## config.mk

```make
export PLATFORM = sky130hd
export DESIGN_NAME = esc_ctrl
export DESIGN_NICKNAME = d
export VERILOG_FILES = /design/src/rtl/esc_pkg.sv /design/src/rtl/esc_cmd_decode.sv /design/src/rtl/esc_timer.sv /design/src/rtl/esc_status.sv /design/src/rtl/esc_ctrl.sv
export SDC_FILE = /design/constraint.sdc
export NUM_CORES = 1
export LEC_CHECK = 0
export BUFFER_PORTS_ARGS = -buffer_cell sky130_fd_sc_hd__buf_2
export CAP_MARGIN = 40
export CORE_AREA = 2 2 128 68
export CTS_BUF_LIST = sky130_fd_sc_hd__clkbuf_4 sky130_fd_sc_hd__clkbuf_8 sky130_fd_sc_hd__clkbuf_16
export DETAILED_ROUTE_END_ITERATION = 10
export DIE_AREA = 0 0 130 70
export GPL_ROUTABILITY_DRIVEN = 0
export PLACE_DENSITY = 0.68
export SLEW_MARGIN = 10
export SYNTH_ARGS = -nofsm -noshare
export SYNTH_HDL_FRONTEND = slang
export SYNTH_SLANG_ARGS = --single-unit
```

## constraint.sdc

```tcl
create_clock -name clk_i -period 3.75 [get_ports clk_i]
set_input_delay 0.375 -clock clk_i [delete_from_list [all_inputs] [get_ports clk_i]]
set_output_delay 0.375 -clock clk_i [all_outputs]
set_load 0.02 [all_outputs]
```

## src/rtl/esc_pkg.sv

```systemverilog
package esc_pkg;
  typedef enum logic [3:0] {
    S_IDLE, S_ERS_SETUP, S_ERASE, S_SUSP_WAIT, S_SUSP, S_PGM_SETUP, S_PGM,
    S_CFG_SETUP, S_SP_PGM_SETUP, S_SP_PGM, S_SP_CFG_SETUP
  } state_e;

  typedef enum logic [1:0] {M_ARRAY, M_STATUS, M_QUERY} rmode_e;

  typedef enum logic [3:0] {
    K_NONE, K_RD_ARRAY, K_RD_STATUS, K_RD_QUERY, K_CLR_STATUS, K_CONFIG,
    K_ERASE_SETUP, K_CONFIRM, K_PGM_SETUP, K_SUSPEND
  } cmd_e;

  localparam logic [7:0] OP_RD_ARRAY  = 8'hFF;
  localparam logic [7:0] OP_RD_STATUS = 8'h70;
  localparam logic [7:0] OP_RD_QUERY  = 8'h98;
  localparam logic [7:0] OP_CLR_STAT  = 8'h50;
  localparam logic [7:0] OP_CONFIG    = 8'hB8;
  localparam logic [7:0] OP_ERASE     = 8'h20;
  localparam logic [7:0] OP_CONFIRM   = 8'hD0;
  localparam logic [7:0] OP_PGM       = 8'h40;
  localparam logic [7:0] OP_PGM_ALT   = 8'h10;
  localparam logic [7:0] OP_SUSPEND   = 8'hB0;

  localparam int SR_READY = 7;
  localparam int SR_SUSP  = 6;
  localparam int SR_ESEQ  = 5;
  localparam int SR_EPGM  = 4;
endpackage

```

## src/rtl/esc_cmd_decode.sv

```systemverilog
module esc_cmd_decode
  import esc_pkg::*;
(
  input  logic [7:0] code_i,
  output cmd_e       kind_o,
  output logic       susp_ok_o
);
  always_comb begin
    case (code_i)
      OP_RD_ARRAY:          kind_o = K_RD_ARRAY;
      OP_RD_STATUS:         kind_o = K_RD_STATUS;
      OP_RD_QUERY:          kind_o = K_RD_QUERY;
      OP_CLR_STAT:          kind_o = K_CLR_STATUS;
      OP_CONFIG:            kind_o = K_CONFIG;
      OP_ERASE:             kind_o = K_ERASE_SETUP;
      OP_CONFIRM:           kind_o = K_CONFIRM;
      OP_PGM, OP_PGM_ALT:   kind_o = K_PGM_SETUP;
      OP_SUSPEND:           kind_o = K_SUSPEND;
      default:              kind_o = K_NONE;
    endcase
  end

  // narrowed set while an erase is parked
  always_comb begin
    case (kind_o)
      K_RD_ARRAY, K_RD_STATUS, K_RD_QUERY, K_CLR_STATUS,
      K_CONFIG, K_CONFIRM, K_PGM_SETUP: susp_ok_o = 1'b1;
      default:                          susp_ok_o = 1'b0;
    endcase
  end
endmodule

```

## src/rtl/esc_timer.sv

```systemverilog
module esc_timer #(
  parameter int CW = 8
) (
  input  logic          clk_i,
  input  logic          rst_ni,
  input  logic          load_i,
  input  logic [CW-1:0] val_i,
  input  logic          run_i,
  output logic          done_o
);
  logic [CW-1:0] cnt_q;

  always_ff @(posedge clk_i or negedge rst_ni) begin
    if (!rst_ni)                     cnt_q <= '0;
    else if (load_i)                 cnt_q <= val_i;
    else if (run_i && cnt_q != '0)   cnt_q <= cnt_q - 1'b1;
  end

  assign done_o = run_i && (cnt_q == CW'(1));

  AST_TMR_LIVE: assert property (@(posedge clk_i) disable iff (!rst_ni)
    (run_i && !load_i) |-> (cnt_q != '0));
endmodule

```

## src/rtl/esc_status.sv

```systemverilog
module esc_status
  import esc_pkg::*;
(
  input  logic       clk_i,
  input  logic       rst_ni,
  input  logic       ready_i,
  input  logic       set_susp_i,
  input  logic       clr_susp_i,
  input  logic       set_err_i,
  input  logic       clr_err_i,
  output logic [7:0] sr_o
);
  logic susp_q, eseq_q, epgm_q;

  always_ff @(posedge clk_i or negedge rst_ni) begin
    if (!rst_ni) begin
      susp_q <= 1'b0;
      eseq_q <= 1'b0;
      epgm_q <= 1'b0;
    end else begin
      if (set_susp_i)      susp_q <= 1'b1;
      else if (clr_susp_i) susp_q <= 1'b0;
      if (set_err_i) begin
        eseq_q <= 1'b1;
        epgm_q <= 1'b1;
      end else if (clr_err_i) begin
        eseq_q <= 1'b0;
        epgm_q <= 1'b0;
      end
    end
  end

  always_comb begin
    sr_o           = '0;
    sr_o[SR_READY] = ready_i;
    sr_o[SR_SUSP]  = susp_q;
    sr_o[SR_ESEQ]  = eseq_q;
    sr_o[SR_EPGM]  = epgm_q;
  end

  AST_SUSP_ONLY_READY: assert property (@(posedge clk_i) disable iff (!rst_ni)
    $rose(sr_o[SR_SUSP]) |-> sr_o[SR_READY]);
  AST_CLR_KEEPS_SUSP: assert property (@(posedge clk_i) disable iff (!rst_ni)
    (clr_err_i && !set_err_i && !set_susp_i && !clr_susp_i) |=>
      (!sr_o[SR_ESEQ] && !sr_o[SR_EPGM] && $stable(sr_o[SR_SUSP])));
endmodule

```

## src/rtl/esc_ctrl.sv

```systemverilog
module esc_ctrl
  import esc_pkg::*;
#(
  parameter int         ADDR_W       = 12,
  parameter int         BLK_SHIFT    = 8,
  parameter int         ERASE_CYCLES = 40,
  parameter int         PGM_CYCLES   = 10,
  parameter int         SUSP_LAT     = 4,
  parameter logic [7:0] QUERY_ID     = 8'h51
) (
  input  logic                        clk_i,
  input  logic                        rst_ni,
  input  logic                        wr_en_i,
  input  logic [ADDR_W-1:0]           wr_addr_i,
  input  logic [7:0]                  wr_data_i,
  input  logic [ADDR_W-1:0]           rd_addr_i,
  output logic [7:0]                  rd_data_o,
  output logic [ADDR_W-1:0]           arr_raddr_o,
  input  logic [7:0]                  arr_rdata_i,
  output logic                        sts_busy_o,
  output logic                        erase_start_o,
  output logic [ADDR_W-BLK_SHIFT-1:0] erase_blk_o,
  output logic                        pgm_start_o,
  output logic [ADDR_W-1:0]           pgm_addr_o,
  output logic [7:0]                  pgm_data_o
);
  localparam int BLK_W = ADDR_W - BLK_SHIFT;
  localparam int TMAX  = (ERASE_CYCLES > PGM_CYCLES) ?
                         ((ERASE_CYCLES > SUSP_LAT) ? ERASE_CYCLES : SUSP_LAT) :
                         ((PGM_CYCLES > SUSP_LAT) ? PGM_CYCLES : SUSP_LAT);
  localparam int CW    = $clog2(TMAX + 1);
  localparam int T_ERS = 0;
  localparam int T_PGM = 1;
  localparam int T_LAT = 2;
  localparam int NTMR  = 3;

  function automatic int tmr_len(input int idx);
    case (idx)
      T_ERS:   return ERASE_CYCLES;
      T_PGM:   return PGM_CYCLES;
      default: return SUSP_LAT;
    endcase
  endfunction

  state_e            state_q, state_d;
  rmode_e            mode_q, mode_d;
  logic [BLK_W-1:0]  blk_q, blk_d;
  logic              resume_q, resume_d;
  cmd_e              kind;
  logic              susp_ok;
  logic [NTMR-1:0]   t_load, t_run, t_done;
  logic              set_err, clr_err, set_susp, clr_susp, ers_go, pgm_go;
  logic [7:0]        sr;
  logic              busy, parked;
  logic [BLK_W-1:0]  wr_blk, rd_blk;
  logic              ers_go_q, pgm_go_q;
  logic [ADDR_W-1:0] pgm_addr_q;
  logic [7:0]        pgm_data_q;

  assign wr_blk = wr_addr_i[ADDR_W-1:BLK_SHIFT];
  assign rd_blk = rd_addr_i[ADDR_W-1:BLK_SHIFT];

  esc_cmd_decode u_dec (
    .code_i    (wr_data_i),
    .kind_o    (kind),
    .susp_ok_o (susp_ok)
  );

  for (genvar g = 0; g < NTMR; g++) begin : g_tmr
    esc_timer #(.CW(CW)) u_tmr (
      .clk_i  (clk_i),
      .rst_ni (rst_ni),
      .load_i (t_load[g]),
      .val_i  (CW'(tmr_len(g))),
      .run_i  (t_run[g]),
      .done_o (t_done[g])
    );
  end

  assign t_run[T_ERS] = (state_q == S_ERASE);
  assign t_run[T_PGM] = (state_q == S_PGM) || (state_q == S_SP_PGM);
  assign t_run[T_LAT] = (state_q == S_SUSP_WAIT);

  assign busy   = (state_q == S_ERASE) || (state_q == S_SUSP_WAIT) ||
                  (state_q == S_PGM)   || (state_q == S_SP_PGM);
  assign parked = (state_q == S_SUSP) || (state_q == S_SP_PGM_SETUP) ||
                  (state_q == S_SP_PGM) || (state_q == S_SP_CFG_SETUP);

  esc_status u_stat (
    .clk_i      (clk_i),
    .rst_ni     (rst_ni),
    .ready_i    (!busy),
    .set_susp_i (set_susp),
    .clr_susp_i (clr_susp),
    .set_err_i  (set_err),
    .clr_err_i  (clr_err),
    .sr_o       (sr)
  );

  always_comb begin
    state_d  = state_q;
    mode_d   = mode_q;
    blk_d    = blk_q;
    resume_d = resume_q;
    t_load   = '0;
    set_err  = 1'b0;
    clr_err  = 1'b0;
    set_susp = 1'b0;
    clr_susp = 1'b0;
    ers_go   = 1'b0;
    pgm_go   = 1'b0;
    case (state_q)
      S_IDLE: if (wr_en_i) begin
        case (kind)
          K_RD_ARRAY:    mode_d = M_ARRAY;
          K_RD_STATUS:   mode_d = M_STATUS;
          K_RD_QUERY:    mode_d = M_QUERY;
          K_CLR_STATUS:  clr_err = 1'b1;
          K_CONFIG:      state_d = S_CFG_SETUP;
          K_ERASE_SETUP: begin state_d = S_ERS_SETUP; mode_d = M_STATUS; end
          K_PGM_SETUP:   begin state_d = S_PGM_SETUP; mode_d = M_STATUS; end
          default: ;
        endcase
      end
      S_CFG_SETUP: if (wr_en_i) state_d = S_IDLE;
      S_ERS_SETUP: if (wr_en_i) begin
        if (kind == K_CONFIRM) begin
          state_d       = S_ERASE;
          blk_d         = wr_blk;
          t_load[T_ERS] = 1'b1;
          ers_go        = 1'b1;
        end else begin
          state_d = S_IDLE;
          set_err = 1'b1;
        end
      end
      S_ERASE: begin
        if (t_done[T_ERS]) state_d = S_IDLE;
        else if (wr_en_i && kind == K_SUSPEND) begin
          state_d       = S_SUSP_WAIT;
          t_load[T_LAT] = 1'b1;
          mode_d        = M_STATUS;
        end
      end
      S_SUSP_WAIT: if (t_done[T_LAT]) begin
        state_d  = S_SUSP;
        set_susp = 1'b1;
      end
      S_PGM_SETUP: if (wr_en_i) begin
        state_d       = S_PGM;
        t_load[T_PGM] = 1'b1;
        pgm_go        = 1'b1;
      end
      S_PGM: if (t_done[T_PGM]) state_d = S_IDLE;
      S_SUSP: if (wr_en_i) begin
        if (!susp_ok) set_err = 1'b1;
        else begin
          case (kind)
            K_RD_ARRAY:   mode_d = M_ARRAY;
            K_RD_STATUS:  mode_d = M_STATUS;
            K_RD_QUERY:   mode_d = M_QUERY;
            K_CLR_STATUS: clr_err = 1'b1;
            K_CONFIG:     state_d = S_SP_CFG_SETUP;
            K_PGM_SETUP:  begin state_d = S_SP_PGM_SETUP; mode_d = M_STATUS; end
            K_CONFIRM: begin
              state_d  = S_ERASE;
              clr_susp = 1'b1;
              ers_go   = 1'b1;
              mode_d   = M_STATUS;
            end
            default: ;
          endcase
        end
      end
      S_SP_CFG_SETUP: if (wr_en_i) state_d = S_SUSP;
      S_SP_PGM_SETUP: if (wr_en_i) begin
        if (wr_blk == blk_q) begin
          state_d = S_SUSP;
          set_err = 1'b1;
        end else begin
          state_d       = S_SP_PGM;
          t_load[T_PGM] = 1'b1;
          pgm_go        = 1'b1;
        end
      end
      S_SP_PGM: begin
        if (t_done[T_PGM]) begin
          if (resume_q || (wr_en_i && kind == K_CONFIRM)) begin
            state_d  = S_ERASE;
            clr_susp = 1'b1;
            ers_go   = 1'b1;
            resume_d = 1'b0;
            mode_d   = M_STATUS;
          end else state_d = S_SUSP;
        end else if (wr_en_i && kind == K_CONFIRM) resume_d = 1'b1;
      end
      default: state_d = S_IDLE;
    endcase
  end

  always_ff @(posedge clk_i or negedge rst_ni) begin
    if (!rst_ni) begin
      state_q    <= S_IDLE;
      mode_q     <= M_ARRAY;
      blk_q      <= '0;
      resume_q   <= 1'b0;
      ers_go_q   <= 1'b0;
      pgm_go_q   <= 1'b0;
      pgm_addr_q <= '0;
      pgm_data_q <= '0;
    end else begin
      state_q  <= state_d;
      mode_q   <= mode_d;
      blk_q    <= blk_d;
      resume_q <= resume_d;
      ers_go_q <= ers_go;
      pgm_go_q <= pgm_go;
      if (pgm_go) begin
        pgm_addr_q <= wr_addr_i;
        pgm_data_q <= wr_data_i;
      end
    end
  end

  always_comb begin
    case (mode_q)
      M_STATUS: rd_data_o = sr;
      M_QUERY:  rd_data_o = QUERY_ID;
      default:  rd_data_o = (parked && rd_blk == blk_q) ? 8'hFF : arr_rdata_i;
    endcase
  end

  assign arr_raddr_o   = rd_addr_i;
  assign sts_busy_o    = busy;
  assign erase_start_o = ers_go_q;
  assign erase_blk_o   = blk_q;
  assign pgm_start_o   = pgm_go_q;
  assign pgm_addr_o    = pgm_addr_q;
  assign pgm_data_o    = pgm_data_q;

  AST_SP_PGM_BUSY: assert property (@(posedge clk_i) disable iff (!rst_ni)
    (state_q == S_SP_PGM) |-> (sts_busy_o && !sr[SR_READY]));
  AST_PGM_OFF_SUSP_BLK: assert property (@(posedge clk_i) disable iff (!rst_ni)
    (pgm_start_o && sr[SR_SUSP]) |-> (pgm_addr_o[ADDR_W-1:BLK_SHIFT] != blk_q));
  AST_ILLEGAL_SUSP_ERR: assert property (@(posedge clk_i) disable iff (!rst_ni)
    (state_q == S_SUSP && wr_en_i && !susp_ok) |=>
      (sr[SR_ESEQ] && sr[SR_EPGM] && state_q == S_SUSP));
  AST_RESUME_CLEARS: assert property (@(posedge clk_i) disable iff (!rst_ni)
    ($rose(erase_start_o) && $past(state_q) != S_ERS_SETUP) |->
      (!sr[SR_SUSP] && !sr[SR_READY]));
  AST_NO_EARLY_RESUME: assert property (@(posedge clk_i) disable iff (!rst_ni)
    (state_q == S_SP_PGM && !t_done[T_PGM]) |=> (state_q != S_ERASE));
  AST_HELD_RESUME_KEEPS_SUSP: assert property (@(posedge clk_i) disable iff (!rst_ni)
    (state_q == S_SP_PGM) |-> sr[SR_SUSP]);
endmodule

```

* Word-level counts from Yosys, hierarchy flattened
Cells that the tools add are included.
Operators by class: equality and inequality tests 56, reduce and logical (&&, ||, !) cells 37, multiplexer cells 76, add/subtract/negate cells 3
Operator list (number):
- 4-bit two-way mux | 14
- 4-bit case mux with 11 select lines | 1
- 8-bit equality test, second input constant | 5
- 6-bit two-way mux | 6
- 4-bit case mux with 9 select lines | 1
- 1-bit two-way mux | 33
- 4-bit by 3-bit equality test with 1-bit output, second input constant | 8
- 8-bit by 7-bit equality test with 1-bit output, second input constant | 3
- 2-bit != test, second input constant | 12
- 4-bit case mux with 3 select lines | 2
- 4-bit equality test, second input constant | 5
- 6-bit by 1-bit equality test with 1-bit output, second input constant | 3
- 6-bit nonzero test | 3
- 6-bit by 1-bit subtractor with 6-bit output, second input constant | 3
- 4-bit by 2-bit equality test with 1-bit output, second input constant | 4
- 2-bit two-way mux | 8
- 8-bit case mux with 2 select lines | 1
- 14-bit AND reduction | 1
- 2-bit case mux with 3 select lines | 2
- 2-bit nonzero test | 6
- 10-bit AND reduction | 1
- 1-bit logical AND | 9
- 4-bit by 1-bit equality test with 1-bit output, second input constant | 2
- 4-bit equality test | 2
- other kinds (21) | 37
Storage, ports and cells: input bits 43, register bits after elaboration 53

* Longest topological paths before layout
Gate-level depths: netlist of the first run.
depth after elaboration 11, depth in mapped cells 7

* By module
A second synthesis of the first run with hierarchy kept.
Unflattened totals: cell total of the unflattened synthesis 427, area total of the unflattened synthesis 3926.3 µm²
By module, submodules not included:
- esc_ctrl | cells an instance 239, instances 1, area each 2322.2 µm²
- esc_timer | cells an instance 47, instances 3, area each 416.6 µm²
- esc_cmd_decode | cells an instance 32, instances 1, area each 217.7 µm²
- esc_status | cells an instance 15, instances 1, area each 136.4 µm²

* Least setup slack after synthesis of the first run
No wires, ideal clock.
path type register to output, start point register state_q[2], end point output rd_data_o[0], path buffers 1, cell stages (with the launch flop) 7, data required time 3.375 ns, arrival time 1.710 ns, slack 1.665 ns, path through dfrtp_1 > buf_2 > or3b_1 > a21oi_1 > o21a_1 > nor2_1 > a21oi_1
On the way: word-level cells in the longest chain between the ends 7, elaborated cells between the ends (all ways) 10, classes of those cells eq/ne (4); mux (2); reduce/logical (4)
Ends and longest elaborated chain:
- start, declared | line esc_ctrl.sv:45 | state_e state_q, state_d;
- start signal, assigned | line esc_ctrl.sv:212 | state_q <= state_d;
- 4-bit by 3-bit equality test with 1-bit output / 4-bit equality test (equally long branches) | line esc_ctrl.sv:86 | assign parked = (state_q == S_SUSP) || (state_q == S_SP_PGM_SETUP) ||
- 1-bit logical OR (2 in a row) | line esc_ctrl.sv:86
- 1-bit logical OR (*) | line esc_ctrl.sv:87 | (state_q == S_SP_PGM) || (state_q == S_SP_CFG_SETUP);
- 1-bit logical AND (*) | line esc_ctrl.sv:229 | default: rd_data_o = (parked && rd_blk == blk_q) ? 8'hFF : arr_rdata_i;
- 8-bit two-way mux (*) | line esc_ctrl.sv:229
- 8-bit case mux with 2 select lines (*) | line esc_ctrl.sv:226 | case (mode_q)
- end, declared | line esc_ctrl.sv:17 | output logic [7:0] rd_data_o,
Every way passes the cells marked *; elsewhere a longest branch is shown, timed or not.

* Worst setup path after layout of the first run
Same ends and word-level chain as after synthesis.

==> summary.txt, run 1 <==
Floorplan
  • Initial Util: between 40% and 50%
  • Die width: ~130 µm
  • Die height: 70 µm
  • Ports: 90
  • # rows: 24
  • Core area: a little over 0.008 mm²
  • Die area: about 0.009 mm²

Power
  • Power Dens Cells: between 700 and 800 mW/mm²
  • LEAKAGE: between 0.0015 and 0.002 µW
  • Power, Total: roughly 2800 µW
  • Peak VDD IR: around 360 µV

Critical path
  • Worst path most repeated cell: a21oi_1
  • Crit Path Category: register to output pin
  • Max FO, Critical Path: 24
  • Slowest stage delay, CP: between 0.8 and 0.9 ns
  • Setup crit end kind: output pin
  • Crit-path cells: or3b_1 > a21oi_1 > o21a_1 > nor2_1 > a21oi_1 > buf_2
  • RR Startpoint: state_q[3]$_DFFE_PN0P_
  • Worst path slowest cell: dfrtp_1
  • CP Launch Type: register
  • Worst Path Buf+Inv: 1
  • Worst path top cell family by delay: flip-flops
  • Critical Path Source: state_q[2]$_DFFE_PN0P_
  • Worst EP required: around 3.4 ns
  • Crit path DAT: about 2.4 ns

Placed design
  • Dpl hpwl: approximately 6300 µm
  • Placed inst area: 0.00381 mm²
  • IO buf count: between 70 and 80

Flow run
  • Max-Cap Viols: 0

Route
  • Residual DRC: 0
  • DR WL/cell: about 15 µm
  • 1st-iter DRT viols: between 150 and 200
  • DR vias: around 2800
  • Final ANT Viol Nets: 0
  • Drt first pass iters: 7
  • WL final: between 8000 and 9000 µm
  • Via density per instance: approximately 5.3

Synth
  • Cell count after synthesis: roughly 360
  • Ys Warns: 0
  • Syn Area/Cell: between 9 and 10 µm²
  • Ys flop type: dfrtp_1
  • Syn Nets: 408
  • Synthesized cell area: 0.00350 mm²
  • Sequential fraction of the synthesis area: 37.9%
  • Synth cell types: 72
  • EDFF count, synth: 0
  • Post-synthesis register bit count: 53
  • Synth async-reset ratio: between 90% and 100%

STA
  • RSZ-0062 raised after global routing: false
  • Tcrit/Tclk final: roughly three quarters
  • Slew margin rel.: around 50%
  • Min Tclk post-route: ~2.8 ns
  • Worst-Margin Slew: 0.745 ns
  • Count of pins over their slew limit: 0
  • Achievable frequency: ~360 MHz
  • Clk_skew: between 0.005 and 0.006 ns
  • Final setup viols: 0
  • Final Hold Fails: 0
  • Setup Total Neg Slack: 0 ns

CTS
  • TritonCTS clock tree: yes
  • Root buf cell: clkbuf_16
  • Worst skew pair latency: around 0.29 ns
  • Num CTS Buffers: 5
  • Post-CTS setup buffers: 0
  • Clock Sinks: between 50 and 60
  • # resized after CTS: 0
  • CTS Hold Buffers Added: 0
  • Reg clk slew, reported paths: 0.06 ns
  • Clock Path Buffers: 2
  • H-tree depth: 2

Layout
  • Final Util: 48.1%
  • Layout cell share with drive strength beyond 1: 27.3%
  • Area growth from synthesis to layout: 12.8%
  • Nets: around 460
  • Final Cell Area: 0.00394 mm²
  • # diodes: 0

Global route
  • Largest net degree at the start of global routing: 30
  • Total Routing Usage GR: between 15 and 20%
  • Vias in the first global route: 2578
  • Global route overflow: 0
  • First-pass GRT wire length: ~13000 µm
  • Initial antenna violation count: 0

Run status
  • Run status: finished clean

Worst hold path
  • Hold WC Path Type: input pin to async pin
==> where the power goes <==
group          internal (µW)  leakage [µW]  switching [µW]
clock network            239     0.0000655             185
registers                790      0.000630             255
logic                    565       0.00102             783
==> final cells by class <==
type                    count  area (µm²)
clock buffers               5         125
inverters                  16        60.1
clock inverters             1        5.00
well taps                 117         146
repair buffers             74         373
multi-input cells         257        1910
fillers                   801        4250
flip-flops and latches     53        1330
==> Yosys cell counts (3+ instances only) <==
library cell | count | area [µm²]
nand2b_1 | 4 | 25.0
and2_1 | 3 | 18.8
buf_2 | 9 | 45.0
mux2i_1 | 4 | 40.0
nand4_1 | 3 | 18.8
and4b_1 | 3 | 30.0
o21ai_0 | 17 | 85.1
mux2_2 | 6 | 67.6
xor2_1 | 12 | 105
buf_4 | 15 | 113
dfrtp_1 | 53 | 1330
buf_6 | 3 | 33.8
a21oi_1 | 17 | 85.1
nor2b_1 | 3 | 18.8
nor2_1 | 34 | 128
mux2_1 | 17 | 191
nand3_1 | 13 | 65.1
nand2_1 | 27 | 101
o211ai_1 | 3 | 22.5
inv_1 | 15 | 56.3
nor3_1 | 5 | 25.0
xnor2_1 | 12 | 105
and4_1 | 3 | 26.3
ha_1 | 9 | 113
o21a_1 | 4 | 30.0
==> per-stage QoR <==
stage / worst slack (ns) / hold WS (ns) / cells
finish: 0.950 / 0.0723 / 523
floorplan: 1.66 / 0.0794 / 356
CTS: 0.968 / 0.0859 / 523
global placement: 1.29 / 0.388 / 517
detailed placement: 1.14 / 0.393 / 517
global route: 0.764 / 0.123 / 523
==> metal layers <==
metal	GRT usage [%]	vias to the layer above	wire, µm
li1	-	1360	-
met1	28.1	1300	4020
met2	24.5	124	3190
met3	6.13	6	789
met4	3.46	0	34
met5	0	-	0
==> worst register-to-register path, delay by kind of cell (launching register included) <==
family | cells | cell delay, ns
DFF | 1 | 0.77
muxes | 2 | 0.57
AOI/OAI and AO/OA | 1 | 0.30
and+or+nand+nor | 2 | 0.88
==> logic make-up after synthesis <==
logic type / synth area share, %
buffers and inverters: 7.51
DFF: 37.9
adders and majority gates: 3.22
AOI/OAI and AO/OA: 15.3
and+or+nand+nor: 20.6
xor gates and xnor gates: 6.01
muxes: 9.37
==> final timing paths <==
path                                                       end  slack [ns]  cells after the start
setup / recovery                                  rd_data_o[0]        0.95                      6
hold / removal             g_tmr[0].u_tmr.cnt_q[3]$_DFFE_PN0P_        0.07                      1
setup reg to reg                     pgm_data_o[1]$_DFFE_PN0P_        1.11                      5
hold reg to reg                      pgm_addr_o[4]$_DFFE_PN0P_        0.48                      1
max in group asynchronous  g_tmr[1].u_tmr.cnt_q[2]$_DFFE_PN0P_        2.91                      2
min in group clk_i                   pgm_addr_o[0]$_DFFE_PN0P_        0.30                      2
==> flip-flops by register name (all words and copies together), names as in the netlist <==
register,count
pgm_start_o,1
g_tmr.u_tmr.cnt_q,18
pgm_addr_o,12
u_stat.susp_q,1
erase_blk_o,4
erase_start_o,1
state_q,4
u_stat.eseq_q,1
pgm_data_o,8
resume_q,1
mode_q,2
==> layout by cell type (no fill, tap or decap), types with 3 or more instances in the layout <==
cell type / synthesis / routed
buf_2: 9 / 73
nand3_1: 13 / 13
a21oi_1: 17 / 17
inv_1: 15 / 15
mux2_2: 6 / 6
mux2i_1: 4 / 4
dfrtp_1: 53 / 53
nor2_1: 34 / 34
o211ai_1: 3 / 3
nor3_1: 5 / 5
mux2_1: 17 / 17
nand4_1: 3 / 3
ha_1: 9 / 9
nor2b_1: 3 / 3
o21ai_0: 17 / 17
nand2b_1: 4 / 4
xnor2_1: 12 / 12
and4_1: 3 / 3
xor2_1: 12 / 12
nand2_1: 27 / 27
and4b_1: 3 / 3
clkbuf_16: 0 / 5
and2_1: 3 / 3
o21a_1: 4 / 4
Note: power is estimated with default switching activity, not from simulation.
==> run 2: changes to the inputs <==
PLACE_DENSITY = 0.71   (was 0.68)
clock period = 2.4 ns   (was 3.75 ns; I/O delays follow)
==> summary.txt, run 2 (synthesis gave the netlist of run 1 again) <==
Global route
  • Vias in the first global route: 2768 (was 2578)
  • Total Routing Usage GR: 19.5% (was 18.2%)
  • Global route overflow: 0 (unchanged)
  • First-pass GRT wire length: 13900 µm (was 13000 µm)
  • Largest net degree at the start of global routing: 24 (was 30)
  • Initial antenna violation count: 0 (unchanged)

Power
  • LEAKAGE: 0.00178 µW (was 0.00171 µW)
  • Power Dens Cells: 1150 mW/mm² (was 714 mW/mm²)
  • Peak VDD IR: 539 µV (was 360 µV)

CTS
  • Num CTS Buffers: 5 (unchanged)
  • Reg clk slew, reported paths: 0.07 ns (was 0.06 ns)
  • Post-CTS setup buffers: 0 (unchanged)
  • TritonCTS clock tree: yes (unchanged)
  • Worst skew pair latency: 0.30 ns (was 0.29 ns)
  • Clock Path Buffers: 2 (unchanged)
  • Root buf cell: clkbuf_16 (unchanged)
  • H-tree depth: 2 (unchanged)
  • Clock Sinks: 53 (unchanged)

Layout
  • # diodes: 0 (unchanged)
  • Most common cell after layout, fill and taps aside: buf_2 (unchanged)
  • Final Util: 49.9% (was 48.1%)
  • Nets: 469 (was 459)
  • Layout cell share with drive strength beyond 1: 29.7% (was 27.3%)
  • Area growth from synthesis to layout: 16.9% (was 12.8%)
  • Max FFs per register: 18 (unchanged)
  • Top reg by flops: g_tmr.u_tmr.cnt_q (unchanged)
  • Fill cell count: 755 (was 801)
  • Most frequent cells in the layout: 73 x buf_2, 53 x dfrtp_1, 34 x nor2_1, 27 x nand2_1 (unchanged)

Critical path
  • RR Startpoint: state_q[1]$_DFFE_PN0P_ (was state_q[3]$_DFFE_PN0P_)
  • Max FO, Critical Path: 23 (was 24)
  • Crit Path Category: register to output pin (unchanged)
  • CP Launch Type: register (unchanged)
  • Critical Path Source: state_q[2]$_DFFE_PN0P_ (unchanged)
  • Crit path DAT: 2.04 ns (was 2.43 ns)
  • Worst EP required: 2.16 ns (was 3.38 ns)
  • Setup crit end kind: output pin (unchanged)

Floorplan
  • Ports: 90 (unchanged)
  • Initial Util: 42.7% (unchanged)
  • Die width: 130 µm (unchanged)
  • Die area: 0.00910 mm² (unchanged)
  • Die height: 70 µm (unchanged)
  • Core area: 0.00820 mm² (unchanged)
  • # rows: 24 (unchanged)

STA
  • Min Tclk post-route: about 2.3 ns
  • Final Hold Fails: 0 (unchanged)
  • Achievable frequency: roughly 440 MHz
  • Clk_skew: 0.00868 ns (was 0.00522 ns)
  • Final setup viols: 0 (unchanged)
  • Slew margin rel.: 64.0% (was 50.3%)
  • Tcrit/Tclk final: a little over nine tenths
  • Final worst slack: 0.118 ns (was 0.950 ns)
  • Count of pins over their slew limit: 0 (unchanged)
  • Worst-Margin Slew: 0.535 ns (was 0.745 ns)
  • RSZ-0062 raised after global routing: false (unchanged)
  • Setup Total Neg Slack: 0 ns (unchanged)
  • Hold_ws: 0.150 ns (was 0.0723 ns)

Worst hold path
  • Min-delay src: wr_addr_i[6]
  • Hold WC Path Type: input pin to register (was input pin to async pin)

Route
  • Final ANT Viol Nets: 0 (unchanged)
  • Via density per instance: 5.50 (was 5.33)
  • DR WL/cell: 16.0 µm (was 15.3 µm)
  • 1st-iter DRT viols: 176 (was 154)
  • Drt first pass iters: 5 (was 7)
  • WL final: 8550 µm (was 8030 µm)
  • Residual DRC: 0 (unchanged)
  • DR vias: 2944 (was 2790)

Placed design
  • IO buf count: 73 (unchanged)
  • Dpl hpwl: 6560 µm (was 6260 µm)
  • Pre-CTS WS: 0.231 ns (was 1.14 ns)

Run status
  • Run status: finished clean (unchanged)

Flow run
  • Max-Cap Viols: 0 (unchanged)
==> run 2: cell count changes in the layout (fill, tap and decap cells not counted), sizes merged <==
cell         change
dlygate4sd3      +1
buf              +9
inv              +1
bufinv           +1
clkinv           -1
clkinvlp         +1
==> run 2: power by group <==
part / internal (µW) / leakage [µW] / switching, µW / total (µW)
clock: 500 / 0.0000819 / 348 / 848
sequential: 1240 / 0.000630 / 283 / 1520
combinational: 958 / 0.00107 / 1390 / 2350
total: 2690 / 0.00178 / 2020 / 4720
==> run 2: routing by layer <==
layer | up-vias | global-route usage (%) | wire length (µm) | part of all wire (%)
met5 | - | 0 | 0 | 0
met4 | 0 | 4.18 | 72 | 0.84
met3 | 7 | 6.05 | 818 | 9.6
met2 | 137 | 26.9 | 3480 | 41
met1 | 1427 | 29.7 | 4180 | 49
li1 | 1373 | - | - | -
==> run 2: worst max-delay path, stage by stage (launching register included) <==
cell,delay [ns]
dfrtp_1,0.36
buf_6,0.21
or3b_1,0.37
a21oi_1,0.16
o21a_2,0.24
nor2_1,0.06
a22oi_1,0.14
buf_2,0.19
==> run 2: layout make-up <==
class / count / area (µm²) / share of cell area [%]
Clock inverter: 3 / 48.8 / 1.19
Sequential cell: 53 / 1330 / 32.4
Timing Repair Buffer: 84 / 467 / 11.4
Tap cell: 117 / 146 / 3.58
Clock buffer: 5 / 125 / 3.06
Multi-Input combinational cell: 257 / 1920 / 46.8
Inverter: 16 / 60.1 / 1.47
==> run 2: repair_timing <==
action                                  CTS  global route
hold buffers                              1             0
resized for setup                         2             1
cloned                                    0             0
endpoints found under the setup margin    5             5
endpoints found under the hold margin    17             0
==> run 2: path summary, 6_finish.rpt <==
| check | slack, ns | cells after the start | end |
|---|---|---|---|
| worst max-delay path | 0.12 | 7 | rd_data_o[4] |
| worst min-delay path | 0.15 | 2 | pgm_addr_o[6]$_DFFE_PN0P_ |
| worst min register to register | 0.48 | 1 | pgm_addr_o[6]$_DFFE_PN0P_ |
| max in group asynchronous | 1.33 | 3 | g_tmr[1].u_tmr.cnt_q[1]$_DFFE_PN0P_ |
| min in group asynchronous | 0.41 | 2 | pgm_addr_o[7]$_DFFE_PN0P_ |
| worst max register to register | 0.27 | 6 | state_q[1]$_DFFE_PN0P_ |
==> run 2: through the flow <==
stage	instances	total power, µW	area, µm²
floorplan	356	3180	3500
global placement	526	3760	3890
CTS	535	4730	4090
finish	535	4720	4090
global route	535	5050	4090
detailed placement	526	3850	3890
==> run 3: changes to the inputs <==
PLACE_DENSITY = 0.68   (was 0.71)
clock period = 2.38 ns   (was 2.4 ns; I/O delays follow)
==> summary.txt, run 3 (synthesis gave the netlist of run 1 again) <==
Power
  • Sw Share: 43.2% (was 42.9%)
  • Reg power frac: 33.2% (was 32.2%)
  • LEAKAGE: 0.00176 µW (was 0.00178 µW)
  • Clock group share of total power: 16.1% (was 18.0%)
  • Logic gate share of total power: 50.7% (was 49.8%)
  • Peak VDD IR: 626 µV (was 539 µV)
  • Power Dens Cells: 1130 mW/mm² (was 1150 mW/mm²)
  • Cell Int Power: 2600 µW (was 2690 µW)
  • Switch Pwr: 1980 µW (was 2020 µW)

Floorplan
  • Initial Util: 42.7% (unchanged)
  • Die area: 0.00910 mm² (unchanged)
  • Ports: 90 (unchanged)
  • Die height: 70 µm (unchanged)
  • # rows: 24 (unchanged)
  • Core area: 0.00820 mm² (unchanged)
  • Die width: 130 µm (unchanged)

Global route
  • First-pass GRT wire length: 13500 µm (was 13900 µm)
  • Initial antenna violation count: 0 (unchanged)
  • Largest net degree at the start of global routing: 35 (was 24)
  • Total Routing Usage GR: 18.8% (was 19.5%)
  • Global route overflow: 0 (unchanged)
  • Vias in the first global route: 2623 (was 2768)

Critical path
  • Setup crit end kind: output pin (unchanged)
  • Max FO, Critical Path: 8 (was 23)
  • R2R Path End: pgm_data_o[5]$_DFFE_PN0P_ (was state_q[1]$_DFFE_PN0P_)
  • Crit-path cells: xor2_1 > nor4_2 > o21a_2 > nor2_1 > a22oi_1 > buf_2 (was buf_6 > or3b_1 > a21oi_1 > o21a_2 > nor2_1 > a22oi_1 > buf_2)
  • Crit path DAT: 1.95 ns (was 2.04 ns)
  • Worst path top cell family by delay: flip-flops (was compound AO/OA/AOI/OAI gates)
  • Slowest stage delay, CP: 0.44 ns (was 0.37 ns)
  • Worst path slowest cell: dfrtp_1 (was or3b_1)
  • Worst reg2reg path depth: 6 (unchanged)
  • Flop2flop setup slack: 0.27 ns (about the same)
  • RR Startpoint: erase_blk_o[2]$_DFFE_PN0P_ (was state_q[1]$_DFFE_PN0P_)
  • Crit Path Category: register to output pin (unchanged)
  • CP Launch Type: register (unchanged)
  • Worst Path Buf+Inv: 1 (was 2)
  • Worst EP required: 2.14 ns (was 2.16 ns)

CTS
  • Num CTS Buffers: 5 (unchanged)
  • Reg clk slew, reported paths: 0.07 ns (about the same)
  • Clock Path Buffers: 2 (unchanged)
  • Worst skew pair latency: 0.29 ns (was 0.30 ns)
  • Post-CTS setup buffers: 0 (unchanged)
  • Clock Sinks: 53 (unchanged)
  • Root buf cell: clkbuf_16 (unchanged)
  • H-tree depth: 2 (unchanged)
  • TritonCTS clock tree: yes (unchanged)

STA
  • Count of pins over their slew limit: 0 (unchanged)
  • Achievable frequency: about 460 MHz
  • RSZ-0062 raised after global routing: false (unchanged)
  • Tcrit/Tclk final: between 90% and 100%
  • Clk_skew: 0.00506 ns (was 0.00868 ns)
  • Hold_ws: 0.159 ns (was 0.150 ns)
  • Slew margin rel.: 63.8% (was 64.0%)
  • Min Tclk post-route: ~2.2 ns
  • Final setup viols: 0 (unchanged)
  • Worst-Margin Slew: 0.543 ns (was 0.535 ns)
  • Setup Total Neg Slack: 0 ns (unchanged)
  • Final Hold Fails: 0 (unchanged)

Worst hold path
  • Min-delay src: wr_addr_i[4] (was wr_addr_i[6])
  • Hold Path Stages: 2 (unchanged)
  • Worst Hold Endpoint: pgm_addr_o[4]$_DFFE_PN0P_ (was pgm_addr_o[6]$_DFFE_PN0P_)
  • Hold WC Path Type: input pin to register (unchanged)

Route
  • DR vias: 2814 (was 2944)
  • WL final: 8210 µm (was 8550 µm)
  • Drt first pass iters: 5 (unchanged)
  • 1st-iter DRT viols: 221 (was 176)
  • Via density per instance: 5.28 (was 5.50)
  • DR WL/cell: 15.4 µm (was 16.0 µm)
  • Residual DRC: 0 (unchanged)
  • Final ANT Viol Nets: 0 (unchanged)

Placed design
  • Placed inst area: 0.00387 mm² (was 0.00389 mm²)
  • IO buf count: 73 (unchanged)
  • Dpl hpwl: 6330 µm (was 6560 µm)

Layout
  • Final Cell Area: 0.00404 mm² (was 0.00409 mm²)
  • Max FFs per register: 18 (unchanged)
  • Layout cell share with drive strength beyond 1: 29.6% (was 29.7%)
  • Area growth from synthesis to layout: 15.5% (was 16.9%)
  • # diodes: 0 (unchanged)
  • Most common cell after layout, fill and taps aside: buf_2 (unchanged)
  • Top reg by flops: g_tmr.u_tmr.cnt_q (unchanged)
  • Most frequent cells in the layout: 73 x buf_2, 52 x dfrtp_1, 34 x nor2_1, 27 x nand2_1 (was 73 x buf_2, 53 x dfrtp_1, 34 x nor2_1, 27 x nand2_1)
  • Nets: 468 (was 469)

Run status
  • Run status: finished clean (unchanged)

Flow run
  • Max-Cap Viols: 0 (unchanged)
## run 3: layout make-up
type	count	area [µm²]
Clock buffer	6	139
Clock inverter	1	7.51
Fill cell	755	4160
Inverter	16	60.1
Multi-Input combinational cell	257	1920
Sequential cell	53	1330
Tap cell	117	146
Timing Repair Buffer	83	443
## run 3: power groups by stage
| stage | sequential [µW] | clock, µW | combinational, µW |
|---|---|---|---|
| finish | 1520 | 736 | 2320 |
| CTS | 1520 | 758 | 2320 |
| global route | 1580 | 782 | 2570 |
| detailed placement | 1530 | 0 | 2300 |
| global placement | 1510 | 0 | 2260 |
| floorplan | 1690 | 0 | 1520 |
## run 3: worst max-delay path by stage
stage | cells past startpoint | to | from | slack (ns)
floorplan | 6 | rd_data_o[0] | state_q[2]$_DFFE_PN0P_ | 0.43
global placement | 6 | rd_data_o[4] | erase_blk_o[3]$_DFFE_PN0P_ | 0.31
detailed placement | 6 | pgm_addr_o[1]$_DFFE_PN0P_ | erase_blk_o[2]$_DFFE_PN0P_ | 0.31
CTS | 6 | rd_data_o[4] | erase_blk_o[3]$_DFFE_PN0P_ | 0.09
global route | 6 | rd_data_o[5] | state_q[1]$_DFFE_PN0P_ | 0.01
finish | 6 | rd_data_o[4] | erase_blk_o[3]$_DFFE_PN0P_ | 0.19
## run 3: through the flow
step,util [%],setup WS (ns),total power (µW),cells
floorplan,-,0.432,3200,356
global placement,47.3,0.309,3780,525
detailed placement,47.3,0.308,3840,525
CTS,49.2,0.0946,4590,533
global route,49.3,0.0128,4940,533
finish,49.3,0.191,4580,533
## run 3: timing repair
item,CTS,global route
setup endpoints to repair,5,5
cloned,0,0
hold buffers,1,0
gates resized for setup,1,2
endpoints found under the hold margin,19,0
## run 3: metal layers
layer	track usage (%)	share of wire [%]	vias up
met5	0	0	-
met4	2.39	0.15	0
met3	7.82	9.3	2
met2	24.3	39	93
met1	29.4	52	1339
li1	-	-	1380
